==> src/rtl/pred_wb_unit.sv <==
module pred_wb_unit #(
  parameter int CH_W     = 32,
  parameter int RF_DEPTH = 16,
  localparam int IDX_W   = $clog2(RF_DEPTH),
  localparam int VEC_W   = 4 * CH_W
) (
  input  logic             clk,
  input  logic             rst_n,
  input  logic             wb_valid,
  input  logic             lane_active,
  input  logic             write_inactive,
  input  logic [VEC_W-1:0] res_data,
  input  logic [IDX_W-1:0] dst_idx,
  input  logic             add_loop,
  input  logic [IDX_W-1:0] loop_cnt,
  input  logic [2:0]       rgb_wmask,
  input  logic             alpha_wmask,
  input  logic [2:0]       rgb_psel,
  input  logic             rgb_pinv,
  input  logic [2:0]       a_psel,
  input  logic             a_pinv,
  input  logic             is_output,
  input  logic [1:0]       out_sel,
  input  logic [2:0]       rgb_omask,
  input  logic             alpha_omask,
  input  logic             w_omask,
  input  logic [IDX_W-1:0] rd_idx,
  output logic [VEC_W-1:0] rd_data,
  output logic [VEC_W-1:0] rt_a,
  output logic [VEC_W-1:0] rt_b,
  output logic [VEC_W-1:0] rt_c,
  output logic [CH_W-1:0]  w_out,
  output logic [3:0]       pred
);

  function automatic logic [3:0] pick(input logic [2:0] s, input logic inv, input logic [3:0] p);
    logic [3:0] v;
    logic       off;
    off = 1'b0;
    case (s)
      3'd1:    v = p;
      3'd2:    v = {4{p[0]}};
      3'd3:    v = {4{p[1]}};
      3'd4:    v = {4{p[2]}};
      3'd5:    v = {4{p[3]}};
      default: begin v = 4'hf; off = 1'b1; end
    endcase
    return off ? 4'hf : (inv ? ~v : v);
  endfunction

  logic [VEC_W-1:0] rf_q [RF_DEPTH];
  logic [VEC_W-1:0] rt_q [3];
  logic [CH_W-1:0]  w_q;
  logic [3:0]       pred_q;

  logic [3:0]       rgb_pv, a_pv;
  logic             go, a_ok;
  logic [IDX_W-1:0] wr_idx;
  logic [3:0]       reg_en, out_en;
  logic             w_en;

  assign go     = wb_valid & (write_inactive | lane_active);
  assign rgb_pv = pick(rgb_psel, rgb_pinv, pred_q);
  assign a_pv   = pick(a_psel, a_pinv, pred_q);
  assign a_ok   = a_pv[3];
  assign wr_idx = add_loop ? IDX_W'(dst_idx + loop_cnt) : dst_idx;
  assign reg_en = {alpha_wmask & a_ok, rgb_wmask & rgb_pv[2:0]} & {4{go}};
  assign out_en = {alpha_omask & a_ok, rgb_omask & rgb_pv[2:0]} & {4{go & is_output}};
  assign w_en   = go & is_output & w_omask & a_ok;

  always_ff @(posedge clk or negedge rst_n) begin
    if (!rst_n) begin
      for (int i = 0; i < RF_DEPTH; i++) rf_q[i] <= '0;
    end else begin
      for (int c = 0; c < 4; c++)
        if (reg_en[c]) rf_q[wr_idx][c*CH_W +: CH_W] <= res_data[c*CH_W +: CH_W];
    end
  end

  always_ff @(posedge clk or negedge rst_n) begin
    if (!rst_n) begin
      for (int t = 0; t < 3; t++) rt_q[t] <= '0;
      w_q    <= '0;
      pred_q <= '0;
    end else begin
      for (int c = 0; c < 4; c++) begin
        if (out_en[c]) begin
          if (out_sel == 2'd3) pred_q[c] <= |res_data[c*CH_W +: CH_W];
          else                 rt_q[out_sel][c*CH_W +: CH_W] <= res_data[c*CH_W +: CH_W];
        end
      end
      if (w_en) w_q <= res_data[3*CH_W +: CH_W];
    end
  end

  assign rd_data = rf_q[rd_idx];
  assign rt_a    = rt_q[0];
  assign rt_b    = rt_q[1];
  assign rt_c    = rt_q[2];
  assign w_out   = w_q;
  assign pred    = pred_q;

endmodule


==> config.mk <==
export PLATFORM = sky130hd
export DESIGN_NAME = pred_wb_unit
export DESIGN_NICKNAME = d
export VERILOG_FILES = /design/src/rtl/pred_wb_unit.sv
export SDC_FILE = /design/constraint.sdc
export NUM_CORES = 2
export LEC_CHECK = 0
export BUFFER_PORTS_ARGS = -buffer_cell sky130_fd_sc_hd__buf_2
export CAP_MARGIN = 25
export CORE_ASPECT_RATIO = 0.5
export CORE_MARGIN = 8
export CORE_UTILIZATION = 40
export CTS_CLUSTER_SIZE = 20
export DETAILED_ROUTE_END_ITERATION = 8
export GPL_TIMING_DRIVEN = 0
export MAX_ROUTING_LAYER = met4
export PLACE_DENSITY = 0.65
export RECOVER_POWER = 25
export SLEW_MARGIN = 10
export SYNTH_ARGS = -nofsm -noshare
export SYNTH_HDL_FRONTEND = slang
export SYNTH_SLANG_ARGS = --single-unit
==> constraint.sdc <==
create_clock -name clk -period 4.98 [get_ports clk]
set_clock_uncertainty 0.1 [all_clocks]
set_input_delay 0.249 -clock clk [delete_from_list [all_inputs] [get_ports clk]]
set_output_delay 0.249 -clock clk [all_outputs]
set_load 0.05 [all_outputs]
==> flow_summary.json <==
{
  "outcome": "complete, but fails checks",
  "violations": "capacitance limit, slew limit",
  "ys.flop_type": "dfrtp_1",
  "routed_wirelength_um": 390000,
  "grt_overflow": 0,
  "worstPathCellList": "clkbuf_1 > clkbuf_1 > clkbuf_2 > buf_2 > mux4_2 > mux2i_1 > a21oi_1 > buf_2",
  "relSlewSlack_pct": -116,
  "tns_ps": 0,
  "leakage_nw": 59.0,
  "drtIter0Drc": 6606,
  "antenna_left": 0,
  "route.met2.wl_um": 176000,
  "nets": 7813,
  "drc": 0,
  "top_layer_used": "met4",
  "drt_pre_antenna_iters": 8,
  "core_sq_um": 274000,
  "dp_cells": 10940,
  "synth_top_area_share_pct": 56.3,
  "vias_per_cell": 5.83,
  "cts_made_buffers": 230,
  "gp_congestion": 0.889,
  "crit_path_max_fanout": 10,
  "yosys_warnings": 0,
  "stdcell_count": 11505,
  "async_flop_share_pct": 100,
  "post-synth-top-area-cell": "dfrtp_1",
  "io_buffers": 635,
  "worstPathRequired_ps": 4630,
  "io_pins": 714,
  "wl_per_cell_um": 33.9,
  "synth.most_common_cell": "dfrtp_1",
  "grt_max_degree": 158,
  "postCtsResizedCells": 0,
  "power.density_nw_per_um2": 464,
  "hold_path.class": "in2reg",
  "critical-path-max-stage-delay_ps": 810,
  "max_freq_ghz": 0.204,
  "hold_violations": 0,
  "first_global_vias": 68295,
  "cts_tree": "built",
  "grt_pass1_wl_um": 543000,
  "initial_core_util_pct": 40.1,
  "crit_arrival_ps": 4550,
  "fin_crit_sh_pct": 98.4,
  "drive_above_1_share_pct": 47.5,
  "die_width_um": 757,
  "syn_area_sq_um": 110000,
  "fin_crit_ps": 4900,
  "vias": 67051,
  "cp-start-kind": "input port",
  "clockBufferDepth": 4,
  "cts-root-buf": "clkbuf_16",
  "wl_met3_um": 31200,
  "antenna_found_initial": 33,
  "crit_family": "buffers and inverters",
  "final-setup-viol-count": 0,
  "synth_fp_nets": 6732,
  "syn_avg_cell_area_sq_um": 16.7,
  "die_height_um": 386,
  "track_usage_pct": 27.0,
  "ir_drop_mv": 0.266,
  "yosysUniqueCellTypes": 58,
  "worst_pin_slew_ps": 3240,
  "path_buf_inv": 5,
  "clk_pin_slew_ps": 70,
  "seq_area_frac_synth_pct": 56.3,
  "dpl.hpwl_um": 278000,
  "end_kind": "output port",
  "report.final.slew_viol_count": 250,
  "synth_edf_count": 0,
  "area_growth_pct": 16.3,
  "synth_seq_cells": 2468,
  "row_count": 136,
  "cts_max_level": 4,
  "crit_type": "in2out",
  "synthCells": 6562,
  "crit_path_top_delay_cell": "mux2i_1",
  "wl_met1_um": 164000,
  "synth.top_cells.by_count": "dfrtp_1, mux2_2, mux4_2",
  "post_cts_buffers": 0,
  "netlist_top_cells_area": "dfrtp_1, mux2_2, mux4_2",
  "cts_sinks": 2468,
  "die_area_sq_um": 292000,
  "rsz0062_at_grt": "no",
  "clk_latency_ps": 890,
  "drv_cap": 2
}
[timing repair]
| action | CTS | global route |
|---|---|---|
| hold buffers | 123 | 1 |
| hold endpoints to repair | 1873 | 7 |
| endpoints found under the setup margin | 0 | 0 |
[worst min-delay path: stages]
cell	delay [ps]
buf_2	160
clkbuf_1	260
mux2_2	330
[layer usage]
| layer | vias up | global-route usage [%] |
|---|---|---|
| met1 | 37073 | 36.1 |
| met2 | 2714 | 39.7 |
| met5 | - | - |
| met3 | 764 | 6.10 |
| met4 | 0 | 11.4 |
| li1 | 26500 | - |
[cell type report]
cell class / instances / area [sq um]
antenna: 24 / 60.1
buffer: 670 / 3230
clock buffer: 350 / 6930
clock inverter: 63 / 634
fill: 23797 / 146000
inverter: 9 / 33.8
multi-input combinational: 3415 / 44800
sequential: 2468 / 61800
tap: 3657 / 4580
timing repair buffer: 849 / 5570
[metrics by stage]
step                setup WS [ps]  hold slack (ps)  utilization, %  cell area (sq um)  total power, W
finish                       80.1             47.5            46.6             128000          0.0592
global route                 70.7             40.3            46.6             128000          0.0613
CTS                           255             5.59            46.8             128000          0.0596
detailed placement            204              237            43.6             119000          0.0414
global placement           -52370              362            42.9             117000          0.0411
floorplan                    2020             -147               -             110000          0.0367
[cell usage in the layout, fill, tap and decap left out, types with 19 or more instances in the layout]
master / n
dfrtp_1: 2468
mux2_2: 1824
clkbuf_1: 786
mux4_2: 613
buf_2: 431
mux2_1: 400
mux2_4: 240
clkbuf_16: 231
dlygate4sd3_1: 123
clkbuf_8: 70
buf_4: 57
clkbuf_2: 46
buf_6: 45
clkinv_2: 35
mux2i_1: 32
a21oi_1: 32
buf_16: 32
nor4_1: 31
nand2_1: 30
nor2b_1: 29
a211oi_1: 28
diode_2: 24
nor2_1: 19
[state kept, by name, summed over array words and instances (netlist names)]
register  cells
pred          4
rf_q       2048
rt_a        128
rt_b        128
rt_c        128
w_out        32
[power breakdown]
group	switching [W]	total, W	internal (W)
Sequential	0.00223	0.0267	0.0244
Clock	0.00819	0.0182	0.0100
Combinational	0.00832	0.0143	0.00602
Total	0.0187	0.0592	0.0405
[final timing paths]
path | from | endpoint | slack, ps | depth (start not counted)
worst max-delay path | rd_idx[0] | rd_data[106] | 80 | 8
worst min-delay path | res_data[119] | rf_q[1527]$_DFFE_PN0P_ | 50 | 3
worst max register to register | pred[3]$_DFFE_PN0P_ | rf_q[1019]$_DFFE_PN0P_ | 890 | 8
worst min register to register | rf_q[1539]$_DFFE_PN0P_ | rf_q[1539]$_DFFE_PN0P_ | 380 | 1
max in group asynchronous | rst_n | rt_b[3]$_DFFE_PN0P_ | 710 | 4
min in group asynchronous | rst_n | rf_q[1040]$_DFFE_PN0P_ | 890 | 4
[cells by family after synthesis]
logic type	Yosys count	synth area share, %
AOI/OAI and AO/OA	85	0.514
xor gates and xnor gates	1	0.00799
adders and majority gates	4	0.0525
buffers and inverters	679	2.86
DFF	2468	56.3
muxes	3111	39.0
and+or+nand+nor	214	1.24
Power figures use the tool's default switching activity.
